**config.mk**
```make
export PLATFORM = sky130hd
export DESIGN_NAME = freqm_core
export DESIGN_NICKNAME = d
export VERILOG_FILES = /design/src/rtl/freqm_pkg.sv /design/src/rtl/freqm_seg.sv /design/src/rtl/freqm_chain.sv /design/src/rtl/freqm_sync.sv /design/src/rtl/freqm_core.sv
export SDC_FILE = /design/constraint.sdc
export NUM_CORES = 1
export LEC_CHECK = 0
export ABC_CLOCK_PERIOD_IN_PS = 4310
export BUFFER_PORTS_ARGS = -buffer_cell sky130_fd_sc_hd__buf_4
export CAP_MARGIN = 20
export CORE_MARGIN = 2
export CORE_UTILIZATION = 59
export CTS_CLUSTER_DIAMETER = 120
export DETAILED_ROUTE_END_ITERATION = 10
export GPL_TIMING_DRIVEN = 0
export PLACE_DENSITY = 0.84
export REMOVE_ABC_BUFFERS = 1
export SYNTH_ARGS = -nofsm -noshare
export SYNTH_HDL_FRONTEND = slang
export SYNTH_SLANG_ARGS = --single-unit
```
**constraint.sdc**
```tcl
create_clock -name clk -period 4.31 [get_ports clk]
set_input_delay 0.2155 -clock clk [delete_from_list [all_inputs] [get_ports clk]]
set_output_delay 0.2155 -clock clk [all_outputs]
set_load 0.03 [all_outputs]
```
**src/rtl/freqm_pkg.sv**
```systemverilog
package freqm_pkg;
  typedef enum logic [1:0] {
    ST_IDLE = 2'd0,
    ST_ARM  = 2'd1,
    ST_GATE = 2'd2
  } fm_state_e;
endpackage

```
**src/rtl/freqm_seg.sv**
```systemverilog
module freqm_seg #(
  parameter int SEG_W = 8
) (
  input  logic             clk,
  input  logic             rst_n,
  input  logic             clr,
  input  logic             en,
  output logic [SEG_W-1:0] q,
  output logic             tc
);
  always_ff @(posedge clk or negedge rst_n) begin
    if (!rst_n)   q <= '0;
    else if (clr) q <= '0;
    else if (en)  q <= q + 1'b1;
  end

  // carry to the next segment: enabled and at all ones
  assign tc = en & (&q);
endmodule

```
**src/rtl/freqm_chain.sv**
```systemverilog
module freqm_chain #(
  parameter int W     = 24,
  parameter int SEG_W = 8
) (
  input  logic         clk,
  input  logic         rst_n,
  input  logic         clr,
  input  logic         en,
  output logic [W-1:0] q,
  output logic         carry
);
  localparam int SEGS = W / SEG_W;

  logic [SEGS:0] ce;
  assign ce[0] = en;

  // every segment shares clk; the enable ripples through terminal counts
  for (genvar g = 0; g < SEGS; g++) begin : g_seg
    freqm_seg #(.SEG_W(SEG_W)) u_seg (
      .clk  (clk),
      .rst_n(rst_n),
      .clr  (clr),
      .en   (ce[g]),
      .q    (q[g*SEG_W +: SEG_W]),
      .tc   (ce[g+1])
    );
  end

  assign carry = ce[SEGS];
endmodule

```
**src/rtl/freqm_sync.sv**
```systemverilog
module freqm_sync #(
  parameter int   STAGES  = 2,
  parameter bit   RISING  = 1'b1,
  parameter logic RST_VAL = 1'b0
) (
  input  logic clk,
  input  logic rst_n,
  input  logic d,
  output logic pulse
);
  logic [STAGES-1:0] sh;
  logic              prev;

  always_ff @(posedge clk or negedge rst_n) begin
    if (!rst_n) begin
      sh   <= {STAGES{RST_VAL}};
      prev <= RST_VAL;
    end else begin
      sh   <= {sh[STAGES-2:0], d};
      prev <= sh[STAGES-1];
    end
  end

  if (RISING) begin : g_rise
    assign pulse = sh[STAGES-1] & ~prev;
  end else begin : g_fall
    assign pulse = ~sh[STAGES-1] & prev;
  end
endmodule

```
**src/rtl/freqm_core.sv**
```systemverilog
module freqm_core
  import freqm_pkg::*;
#(
  parameter int REF_W  = 24,
  parameter int IN_W   = 24,
  parameter int SEG_W  = 8,
  parameter int SYNC_N = 2
) (
  input  logic             clk,
  input  logic             rst_n,
  input  logic             start_n,
  input  logic             sig_in,
  output logic             running,
  output logic [REF_W-1:0] ref_count,
  output logic [IN_W-1:0]  in_count,
  output logic             too_low,
  output logic             too_high
);
  // low part of (2**(REF_W+1) - 3): the value one step before the limit
  localparam logic [REF_W-1:0] LOW_PRE = {REF_W{1'b1}} - 2'd2;

  fm_state_e        state;
  logic             sig_rise, start_req;
  logic             in_gate, in_en, low_hit, close_ok;
  logic             ref_carry, in_carry, ref_hi;
  logic             too_low_q, too_high_q;
  logic [REF_W-1:0] ref_lo;
  logic [IN_W-1:0]  in_q;

  freqm_sync #(.STAGES(SYNC_N), .RISING(1'b1), .RST_VAL(1'b0)) u_sig_sync (
    .clk(clk), .rst_n(rst_n), .d(sig_in), .pulse(sig_rise)
  );

  freqm_sync #(.STAGES(SYNC_N), .RISING(1'b0), .RST_VAL(1'b1)) u_start_sync (
    .clk(clk), .rst_n(rst_n), .d(start_n), .pulse(start_req)
  );

  assign in_gate  = (state == ST_GATE);
  assign in_en    = in_gate & sig_rise;
  assign close_ok = in_gate & sig_rise & ref_hi;
  assign low_hit  = in_gate & ~sig_rise & ref_hi & (ref_lo == LOW_PRE);

  freqm_chain #(.W(REF_W), .SEG_W(SEG_W)) u_ref_chain (
    .clk(clk), .rst_n(rst_n), .clr(start_req), .en(in_gate),
    .q(ref_lo), .carry(ref_carry)
  );

  freqm_chain #(.W(IN_W), .SEG_W(SEG_W)) u_in_chain (
    .clk(clk), .rst_n(rst_n), .clr(start_req), .en(in_en),
    .q(in_q), .carry(in_carry)
  );

  // implied high bit of the reference count
  always_ff @(posedge clk or negedge rst_n) begin
    if (!rst_n)         ref_hi <= 1'b0;
    else if (start_req) ref_hi <= 1'b0;
    else if (ref_carry) ref_hi <= 1'b1;
  end

  always_ff @(posedge clk or negedge rst_n) begin
    if (!rst_n) begin
      state      <= ST_IDLE;
      too_low_q  <= 1'b0;
      too_high_q <= 1'b0;
    end else if (start_req) begin
      state      <= ST_ARM;
      too_low_q  <= 1'b0;
      too_high_q <= 1'b0;
    end else begin
      unique case (state)
        ST_ARM: if (sig_rise) state <= ST_GATE;
        ST_GATE: begin
          if (in_carry) begin
            state      <= ST_IDLE;
            too_high_q <= 1'b1;
          end else if (close_ok) begin
            state <= ST_IDLE;
          end else if (low_hit) begin
            state     <= ST_IDLE;
            too_low_q <= 1'b1;
          end
        end
        default: state <= ST_IDLE;
      endcase
    end
  end

  assign running   = (state == ST_GATE);
  assign ref_count = ref_lo;
  assign in_count  = in_q;
  assign too_low   = too_low_q;
  assign too_high  = too_high_q;
endmodule

```
==> results.md, run 1 <==
- Slew HR: 0.400
- Max clock buf depth: 2
- Seq cells post-synth: 59
- Lkg Pwr: about 0.0016 uW
- Sequential-to-total area share from yosys stat: 0.504
- Unrepaired setup endpoints after global routing: false
- Cell taking the most area after synthesis: dfrtp_1
- CP startpoint: u_ref_chain.g_seg[0].u_seg.q[0]$_DFFE_PN0N_
- Yosys warning count: 0
- Die Ht: 74.6 um
- FF-to-FF Start: u_ref_chain.g_seg[0].u_seg.q[0]$_DFFE_PN0N_
- Reg2Reg Depth: 5
- Initial antenna violation count: 0
- Routability cong.: 0.865
- Initial core utilization: 0.618
- Synth-to-layout area growth: 23.5%
- Die span in x: between 70 and 80 um
- Port bufs: between 50 and 60
- I/O pin cnt: 55
- Crit share post-route: 0.585
- Power density over cell area: roughly 310 mW/mm^2
- GRT overflow: 0
- Crit end category: flop
- Crit path to: u_ref_chain.g_seg[2].u_seg.q[7]$_DFFE_PN0P_
- Clock transition at path regs: 0.06 ns
- Final Hold Vio Count: 0
- Area share of the largest cell type after synthesis: 0.477
- DR vias/cell: ~6
- Top cells by area, synth: dfrtp_1 (48%), a21oi_1 (4.9%), o31ai_1 (3.8%), or4_1 (3.8%), xnor2_1 (3.3%)
- TNS Setup: 0 ns
- Worst-path fanout max: 17
- Clock buffers created by TritonCTS: 9
- Startpoint types: flop
- Largest net degree at the start of global routing: 60
- HP Class: flop to flop
- DP HPWL: 4.40 mm
- Post-synthesis cell count: 300
- Antenna fix cells: 0
- EDFF count, synth: 0
- Layout Skew: 0.00845 ns
- Initial DRC count: approximately 210
- Final nets: 366
- CP Class: flop to flop
- Drt first pass iters: 4
- FF-to-FF End: u_ref_chain.g_seg[2].u_seg.q[7]$_DFFE_PN0P_
- WL/cell: ~15 um
- Flop2flop setup slack: roughly 1.8 ns
- Rows: 25
- Final Setup Violations: 0
- Core area: 0.00475 sq mm
- Total Wirelength: 6.55 mm
- Ys async rst share: 1.00
- Max-slew violation count: 0
- Vias in the first global route: 2374
- Top cells by count, synth: dfrtp_1 (56), a21oi_1 (29), nand2_1 (23), nor2_1 (22)
- Syn Area/Cell: a little under 10 sq um
- Least-Margin Pin Slew: between 0.8 and 0.9 ns
- Clk_lat worst skew: roughly 0.33 ns
- Detail Route Antenna Nets: 0
- Highest clock rate: 397 MHz
- GRT Util Overall: 0.266
- Ys flop type: dfrtp_1
- Max Cap Viol: 0
- Htree depth: 3
- Synth cell types: 38
- Synthesized cell area: 0.00294 sq mm
- First-pass GRT wire length: 11.1 mm
- Clk sinks: 59
- CTS tree: yes
- Maximum vdd drop: 0.221 mV
- Most instantiated library cell after synthesis: dfrtp_1
- Critical Path AT: 2.77 ns
- Fillers: 349
- Min Clock Period, post-route: 2.52 ns
- CTS Root Buffer Type: clkbuf_8
- Die area: around 0.0056 sq mm
- Req. time, crit path: 4.56 ns
- DRC Markers: 0
- Outcome: finished clean
- Share of cells above drive strength 1: 0.211
- Via count: 2552
- Hold WS: 0.363 ns
cells by family after synthesis:
kind of cell             synth area share
AND/OR/NAND/NOR                     0.247
AO/OA/AOI/OAI                       0.138
flip-flops                          0.504
buffers and inverters              0.0307
XOR/XNOR                           0.0507
adder cells (fa/ha/maj)            0.0298
where the power goes:
part	switching (uW)	internal, uW
Sequential	18.8	566
Combinational	44.2	27.3
Clock	203	271
stage by stage:
step / instance area, sq um / power, uW / instances / setup WS, ns / util
2_1_floorplan: 2880 / 626 / 286 / 1.71 / -
3_3_place_gp: 3370 / 659 / 407 / 0.677 / 0.709
3_5_place_dp: 3410 / 664 / 408 / 1.85 / 0.716
4_1_cts: 3630 / 1140 / 427 / 1.80 / 0.763
5_1_grt: 3630 / 1180 / 427 / 1.65 / 0.763
6_report: 3630 / 1130 / 427 / 1.79 / 0.763
registers in the layout, summed over array words and instances, names as in the netlist:
| register | flops |
|---|---|
| u_in_chain.g_seg.u_seg.q | 24 |
| u_ref_chain.g_seg.u_seg.q | 24 |
| state | 2 |
| u_sig_sync.sh | 2 |
| u_start_sync.sh | 2 |
| ref_hi | 1 |
| too_high | 1 |
| too_low | 1 |
| u_sig_sync.prev | 1 |
| u_start_sync.prev | 1 |
how the worst min path moves through the flow:
stage,from,endpoint,cells after the start
2_1_floorplan,rst_n,ref_hi$_DFFE_PN0P_,0
3_3_place_gp,rst_n,u_ref_chain.g_seg[0].u_seg.q[5]$_DFFE_PN0N_,1
3_5_place_dp,rst_n,u_ref_chain.g_seg[0].u_seg.q[6]$_DFFE_PN0N_,1
4_1_cts,u_sig_sync.sh[0]$_DFF_PN0_,u_sig_sync.sh[1]$_DFF_PN0_,0
5_1_grt,u_start_sync.sh[0]$_DFF_PN1_,u_start_sync.sh[1]$_DFF_PN1_,0
6_report,u_sig_sync.sh[0]$_DFF_PN0_,u_sig_sync.sh[1]$_DFF_PN0_,0
routing by layer:
metal / vias to the layer above / track usage / wire (um)
met2: 85 / 0.416 / 3210
met5: - / 0 / 0
met4: 0 / 0.117 / 99
li1: 1220 / - / -
met3: 10 / 0.0678 / 388
met1: 1237 / 0.354 / 2850
worst max-delay path, stage by stage (launching register included):
cell	delay, ns
dfrtp_1	0.50
ha_1	0.21
nand3b_1	0.29
or3_1	0.66
or4_1	0.59
a21oi_1	0.18
final cells by class:
class	instances	area, sq um	share of cell area
repair buffers	58	463	0.128
flip-flops and latches	59	1480	0.408
well taps	67	83.8	0.0231
clock inverters	1	5.00	0.00138
inverters	9	33.8	0.00931
clock buffers	15	186	0.0514
multi-input cells	218	1380	0.379
cell usage in the layout, fill, tap and decap left out, drive strengths merged, types with 4 or more instances in the layout:
| master | n |
|---|---|
| dfrtp | 56 |
| and3 | 5 |
| xnor2 | 11 |
| xor2 | 6 |
| a21oi | 29 |
| o21ai | 9 |
| nor3 | 4 |
| buf | 55 |
| nand3 | 14 |
| nand4 | 13 |
| o31ai | 15 |
| and4 | 4 |
| nor2 | 22 |
| clkbuf | 15 |
| or4 | 15 |
| nor4 | 5 |
| inv | 9 |
| ha | 7 |
| or3 | 8 |
| nand2 | 23 |
repair_timing:
action	in CTS	in global routing
hold buffers	3	0
setup endpoints to repair	0	0
hold endpoints to repair	58	0
buffers inserted	0	0
resized for setup	0	0
(Power assumes the default switching activity.)
==> inputs of run 2 (changes only) <==
--- a/config.mk
+++ b/config.mk
@@ -5,15 +5,15 @@
 export SDC_FILE = /design/constraint.sdc
 export NUM_CORES = 1
 export LEC_CHECK = 0
-export ABC_CLOCK_PERIOD_IN_PS = 4310
+export ABC_CLOCK_PERIOD_IN_PS = 2500
 export BUFFER_PORTS_ARGS = -buffer_cell sky130_fd_sc_hd__buf_4
 export CAP_MARGIN = 20
 export CORE_MARGIN = 2
-export CORE_UTILIZATION = 59
+export CORE_UTILIZATION = 55
 export CTS_CLUSTER_DIAMETER = 120
 export DETAILED_ROUTE_END_ITERATION = 10
 export GPL_TIMING_DRIVEN = 0
-export PLACE_DENSITY = 0.84
+export PLACE_DENSITY = 0.79
 export REMOVE_ABC_BUFFERS = 1
 export SYNTH_ARGS = -nofsm -noshare
 export SYNTH_HDL_FRONTEND = slang
==> constraint.sdc (replaced) <==
create_clock -name clk -period 2.5 [get_ports clk]
set_input_delay 0.125 -clock clk [delete_from_list [all_inputs] [get_ports clk]]
set_output_delay 0.125 -clock clk [all_outputs]
set_load 0.03 [all_outputs]
==> run 2 against run 1 <==
  * Flip-flop and latch count stayed put
  * Clock skew about the same
  * Register-to-register slack got worse by 1.5 ns
  * Global-route usage shrank 5.0 points
  * Critical path depth unchanged
  * Hold slack got worse by 0.018 ns
  * Clock-buffer cell count fell by 2
  * Clock power is 49% higher
  * Utilization is 6.2 points lower
  * Final cell count increased by 0.70%
  * Final area decreased by 0.69%
  * Critical endpoint is now u_ref_chain.g_seg[2].u_seg.q[6]$_DFFE_PN0P_
==> results.md, run 2 (same netlist as run 1, synthesis figures left out) <==
- Rows: 26 (+4.0%)
- Clk sinks: 59 (unchanged)
- I/O pin cnt: 55 (unchanged)
- Switching pwr: 457 uW (+72%)
- Power density over cell area: 509 mW/mm^2 (+63%)
- Initial antenna violation count: 0 (unchanged)
- Max clock buf depth: 2 (unchanged)
- Slew HR: 0.369 (-0.0314)
- Max-slew violation count: 0 (unchanged)
- Crit share post-route: 0.894 (+0.309)
- GRT overflow: 0 (unchanged)
- Regs by FF count: u_in_chain.g_seg.u_seg.q: 24 flops, u_ref_chain.g_seg.u_seg.q: 24 flops
- Unrepaired setup endpoints after global routing: false
- Largest net degree at the start of global routing: 60 (unchanged)
- Hold WS: 0.346 ns (-0.0176 ns)
- CP startpoint: u_ref_chain.g_seg[0].u_seg.q[0]$_DFFE_PN0N_
- Share of cells above drive strength 1: 0.211 (unchanged)
- DP HPWL: 3.99 mm (-9.5%)
- TNS Setup: 0 ns (unchanged)
- Die span in x: 77.1 um (+3.4%)
- Clock buffers created by TritonCTS: 9 (unchanged)
- Crit path to: u_ref_chain.g_seg[2].u_seg.q[6]$_DFFE_PN0P_
- GRT Util Overall: 0.216 (-0.0501)
- Die Ht: 77.1 um (+3.4%)
- Most frequent cells in the layout: dfrtp_1 (56), buf_4 (54), a21oi_1 (29)
- Final Hold Vio Count: 0 (unchanged)
- Detail Route Antenna Nets: 0 (unchanged)
- Antenna fix cells: 0 (unchanged)
- Crit end category: flop
- Via count: 2508 (-1.7%)
- Req. time, crit path: 2.75 ns (-1.81 ns)
- Final nets: 366 (unchanged)
- Sequential power share: 0.547 (+0.030)
- DRC Markers: 0 (unchanged)
- Critical Path AT: 2.49 ns (-0.28 ns)
- Hold Crit Depth: 0 (unchanged)
- Reg2Reg Depth: 5 (unchanged)
- Lkg Pwr: 0.00159 uW (-0.95%)
- DR vias/cell: 5.83 (-2.4%)
- Final Worst Setup Slack: 0.264 ns (-1.52 ns)
- Power Internal: 1380 uW (+59%)
- FF-to-FF End: u_ref_chain.g_seg[2].u_seg.q[6]$_DFFE_PN0P_
- CTS Root Buffer Type: clkbuf_8
- Flop2flop setup slack: 0.26 ns (-1.52 ns)
- Highest clock rate: 447 MHz (+13%)
- Clock share of power: 0.384 (-0.036)
- Routability cong.: 0.779 (-10%)
- HP Class: flop to flop
- First-pass GRT wire length: 10.3 mm (-7.6%)
- Synth-to-layout area growth: 22.6%
- Startpoint types: flop
- Port bufs: 54 (unchanged)
- Post-CTS setup buffer count: 0 (unchanged)
- Worst slack at placement: 0.0414 ns (-1.81 ns)
- Min Clock Period, post-route: 2.24 ns (-0.286 ns)
- Total Wirelength: 6.15 mm (-6.1%)
- Final instance area: 0.00360 sq mm (-0.69%)
- Vias in the first global route: 2225 (-6.3%)
- Max Cap Viol: 0 (unchanged)
- CTS tree: yes
- Least-Margin Pin Slew: 0.938 ns (+0.0466 ns)
- FF-to-FF Start: u_ref_chain.g_seg[0].u_seg.q[0]$_DFFE_PN0N_
- Core area: 0.00514 sq mm (+8.1%)
- Post-DP Area: 0.00341 sq mm (+0.11%)
- Switching share of power: 0.249 (+0.0137)
- Clock transition at path regs: 0.07 ns (about the same)
- Initial DRC count: 148 (-30%)
- Share of total power in combinational logic: 0.068 (+0.005)
- Htree depth: 3 (unchanged)
- Die area: 0.00594 sq mm (+6.9%)
- Final Setup Violations: 0 (unchanged)
- Maximum vdd drop: 0.378 mV (+71%)
- Clk_lat worst skew: 0.34 ns (about the same)
- Layout Skew: 0.00894 ns (+0.000490 ns)
- Worst-path fanout max: 17 (unchanged)
- Initial core utilization: 0.572 (-0.0463)
- Drt first pass iters: 4 (unchanged)
- Most common cell after layout, fill and taps aside: dfrtp_1
- CP Class: flop to flop
- Outcome: finished clean
- WL/cell: 14.3 um (-6.7%)
## run 2: cell types whose count changed in the layout (fill, tap and decap cells not counted)
cell and delta:
clkbuf_1 +2, or3_1 -1, clkinv_2 +2, clkbuf_8 -4
or3_4 +1, or4_4 +1, or4_1 -1
## run 2: how the worst min path moves through the flow
stage | from | to
2_1_floorplan | rst_n | ref_hi$_DFFE_PN0P_
3_3_place_gp | start_n | u_start_sync.sh[0]$_DFF_PN1_
5_1_grt | u_start_sync.sh[0]$_DFF_PN1_ | u_start_sync.sh[1]$_DFF_PN1_
6_report | u_start_sync.sh[0]$_DFF_PN1_ | u_start_sync.sh[1]$_DFF_PN1_
4_1_cts | u_start_sync.sh[0]$_DFF_PN1_ | u_start_sync.sh[1]$_DFF_PN1_
3_5_place_dp | rst_n | u_in_chain.g_seg[2].u_seg.q[6]$_DFFE_PN0P_
## run 2: stage by stage
stage / util / total power [uW] / instances
detailed placement: 0.663 / 1140 / 411
finish: 0.701 / 1840 / 430
CTS: 0.699 / 1850 / 430
floorplan: - / 1080 / 286
global placement: 0.657 / 1130 / 410
global route: 0.701 / 1900 / 430
## run 2: final cells by class
class	instances	area [sq um]
clock buffers	13	139
clock inverters	3	15.0
fillers	423	1540
inverters	9	33.8
multi-input cells	218	1380
flip-flops and latches	59	1480
well taps	70	87.6
repair buffers	58	463
## run 2: power by group through the flow
stage / Sequential [uW] / Combinational [uW] / Clock, uW
after floorplan: 1030 / 47.4 / 0
after global placement: 1020 / 115 / 0
after detailed placement: 1020 / 123 / 0
after CTS: 1000 / 127 / 720
after global routing: 1010 / 137 / 756
final: 1000 / 125 / 705
## run 2: critical path: stages, from the launching register on
cell      delay (ns)
dfrtp_1         0.50
ha_1            0.20
nand3b_1        0.26
or3_4           0.51
or4_1           0.52
a21oi_1         0.16
## run 2: metal layers
layer,routed length (um),part of all wire,vias to the layer above,global-route usage
li1,-,-,1222,-
met1,2870,0.47,1215,0.294
met2,2920,0.47,63,0.344
met3,260,0.042,8,0.0376
met4,99,0.016,0,0.0946
met5,0,0,-,0
## run 2: timing repair
action                     in CTS  in global routing
hold endpoints to repair       58                  0
setup endpoints to repair       0                 16
resized for setup               0                  2
hold buffers                    3                  0
==> inputs of run 3 (changes only) <==
--- a/config.mk
+++ b/config.mk
@@ -15,6 +15,8 @@
 export GPL_TIMING_DRIVEN = 0
 export PLACE_DENSITY = 0.79
 export REMOVE_ABC_BUFFERS = 1
+export SETUP_SLACK_MARGIN = 0.5
+export SLEW_MARGIN = 20
 export SYNTH_ARGS = -nofsm -noshare
 export SYNTH_HDL_FRONTEND = slang
 export SYNTH_SLANG_ARGS = --single-unit
==> run 3 against run 2 <==
  * Global-route usage increased by 2.1 points
  * Flip-flop and latch count unchanged
  * Register-to-register slack improved by 0.21 ns
  * Clock-buffer cell count unchanged
  * Hold slack got worse by 0.0013 ns
  * Sequential share of layout area decreased by 3.5 points
  * Combinational power increased by 38%
  * Clock power decreased by 0.7%
  * Critical path depth decreased by 1
  * Critical path type unchanged
  * Largest cell class is now multi-input combinational cells
==> results.md, run 3 (same netlist as run 1, synthesis figures left out) <==
- Outcome: finished clean
- Clock transition at path regs: 0.07 ns (about the same)
- Most common cell after layout, fill and taps aside: buf_4
- First-pass GRT wire length: 11.3 mm (+9.5%)
- Die Ht: 77.1 um (unchanged)
- Maximum vdd drop: 0.367 mV (-3.0%)
- Critical Path AT: 2.28 ns (-0.21 ns)
- Power density over cell area: 473 mW/mm^2 (-7.2%)
- HP Class: flop to flop
- Req. time, crit path: 2.75 ns (about the same)
- Largest net degree at the start of global routing: 60 (unchanged)
- Min Clock Period, post-route: 2.02 ns (-0.214 ns)
- Share of cells above drive strength 1: 0.344 (+0.133)
- Vias in the first global route: 2419 (+8.7%)
- Unrepaired setup endpoints after global routing: true
- Slew HR: 0.499 (+0.131)
- Synth-to-layout area growth: 34.4%
- DRC Markers: 0 (unchanged)
- Least-Margin Pin Slew: 0.741 ns (-0.197 ns)
- Max Cap Viol: 0 (unchanged)
- I/O pin cnt: 55 (unchanged)
- Final Setup Violations: 0 (unchanged)
- Lkg Pwr: 0.00172 uW (+8.1%)
- GRT overflow: 0 (unchanged)
- Max clock buf depth: 2 (unchanged)
- Drt first pass iters: 4 (unchanged)
- Clock buffers created by TritonCTS: 9 (unchanged)
- TNS Setup: 0 ns (unchanged)
- Antenna fix cells: 0 (unchanged)
- Core area: 0.00514 sq mm (unchanged)
- Detail Route Antenna Nets: 0 (unchanged)
- Port bufs: 54 (unchanged)
- Initial DRC count: 164 (+11%)
- Worst-path fanout max: 7 (-10)
- Clk sinks: 59 (unchanged)
- DP HPWL: 3.99 mm (unchanged)
- Crit end category: flop
- Startpoint types: flop
- Htree depth: 3 (unchanged)
- Worst slack at placement: 0.0414 ns (unchanged)
- Regs by FF count: u_in_chain.g_seg.u_seg.q: 24 flops, u_ref_chain.g_seg.u_seg.q: 24 flops
- WL/cell: 15.6 um (+8.9%)
- Layout Skew: 0.00895 ns (+0.00000370 ns)
- Crit share post-route: 0.809 (-0.0856)
- Initial antenna violation count: 0 (unchanged)
- Routability cong.: 0.779 (unchanged)
- Max-slew violation count: 0 (unchanged)
- Final Worst Setup Slack: 0.478 ns (+0.214 ns)
- Die area: 0.00594 sq mm (unchanged)
- Die span in x: 77.1 um (unchanged)
- CTS Root Buffer Type: clkbuf_8
- Final Core Density: 0.768 (+0.0674)
- CTS tree: yes
- Via count: 2696 (+7.5%)
- GRT Util Overall: 0.237 (+0.0206)
- Final nets: 393 (+7.4%)
- Most frequent cells in the layout: buf_4 (75), dfrtp_1 (54), nor2_1 (22)
- Rows: 26 (unchanged)
- Highest clock rate: 495 MHz (+11%)
- CP Class: flop to flop
- Clk_lat worst skew: 0.33 ns (about the same)
- Initial core utilization: 0.572 (unchanged)
- Total Wirelength: 7.11 mm (+16%)
- DR vias/cell: 5.90 (+1.1%)
- Final Hold Vio Count: 0 (unchanged)
==> run 3: final cells by class <==
class	instances	area, sq um
inverters	9	33.8
fillers	380	1190
well taps	70	87.6
flip-flops and latches	59	1480
clock buffers	13	139
multi-input cells	222	1550
repair buffers	81	643
clock inverters	3	15.0
==> run 3: power by group <==
group	switching (uW)	total (uW)	internal, uW
Combinational	98.5	173	74.3
Clock	345	700	356
Sequential	17.4	994	977
==> run 3: worst paths after layout <==
path                            cells past startpoint  slack [ns]                          from                                           to
worst max-delay path                                4        0.48          state[0]$_DFFE_PN0P_   u_in_chain.g_seg[1].u_seg.q[6]$_DFFE_PN0P_
worst min-delay path                                0        0.34  u_start_sync.sh[0]$_DFF_PN1_                 u_start_sync.sh[1]$_DFF_PN1_
worst max register to register                      4        0.48          state[0]$_DFFE_PN0P_   u_in_chain.g_seg[1].u_seg.q[6]$_DFFE_PN0P_
worst min register to register                      0        0.34  u_start_sync.sh[0]$_DFF_PN1_                 u_start_sync.sh[1]$_DFF_PN1_
max in group asynchronous                           2        1.58                         rst_n  u_ref_chain.g_seg[0].u_seg.q[1]$_DFFE_PN0N_
min in group asynchronous                           2        0.39                         rst_n   u_in_chain.g_seg[2].u_seg.q[6]$_DFFE_PN0P_
==> run 3: timing repair <==
item / 4_1_cts / 5_1_grt
hold endpoints to repair: 58 / 0
resized for setup: 12 / 27
hold buffers: 3 / 0
buffers inserted: 13 / 10
endpoints found under the setup margin: 28 / 21
pin swaps: 18 / 18
gates cloned: 2 / 2
==> run 3: worst max-delay path: stages (launching register included) <==
cell and delay [ns]:
dfrtp_1 0.39, nand4bb_4 0.29, or4_4 0.64, or4_1 0.50, a21oi_1 0.13
==> run 3: stage by stage <==
| stage | area [sq um] | hold slack, ns | instances | power, uW |
|---|---|---|---|---|
| floorplan | 2880 | -0.171 | 286 | 1080 |
| global placement | 3370 | 0.234 | 410 | 1130 |
| detailed placement | 3410 | 0.236 | 411 | 1140 |
| CTS | 3750 | 0.346 | 445 | 1860 |
| global route | 3950 | 0.354 | 457 | 1950 |
| finish | 3950 | 0.344 | 457 | 1870 |
==> run 3: layer usage <==
layer	wire [um]	share of wire	GRT usage
met2	3490	0.49	0.380
met3	305	0.043	0.0388
met1	3160	0.44	0.320
met4	160	0.022	0.105
met5	0	0	0
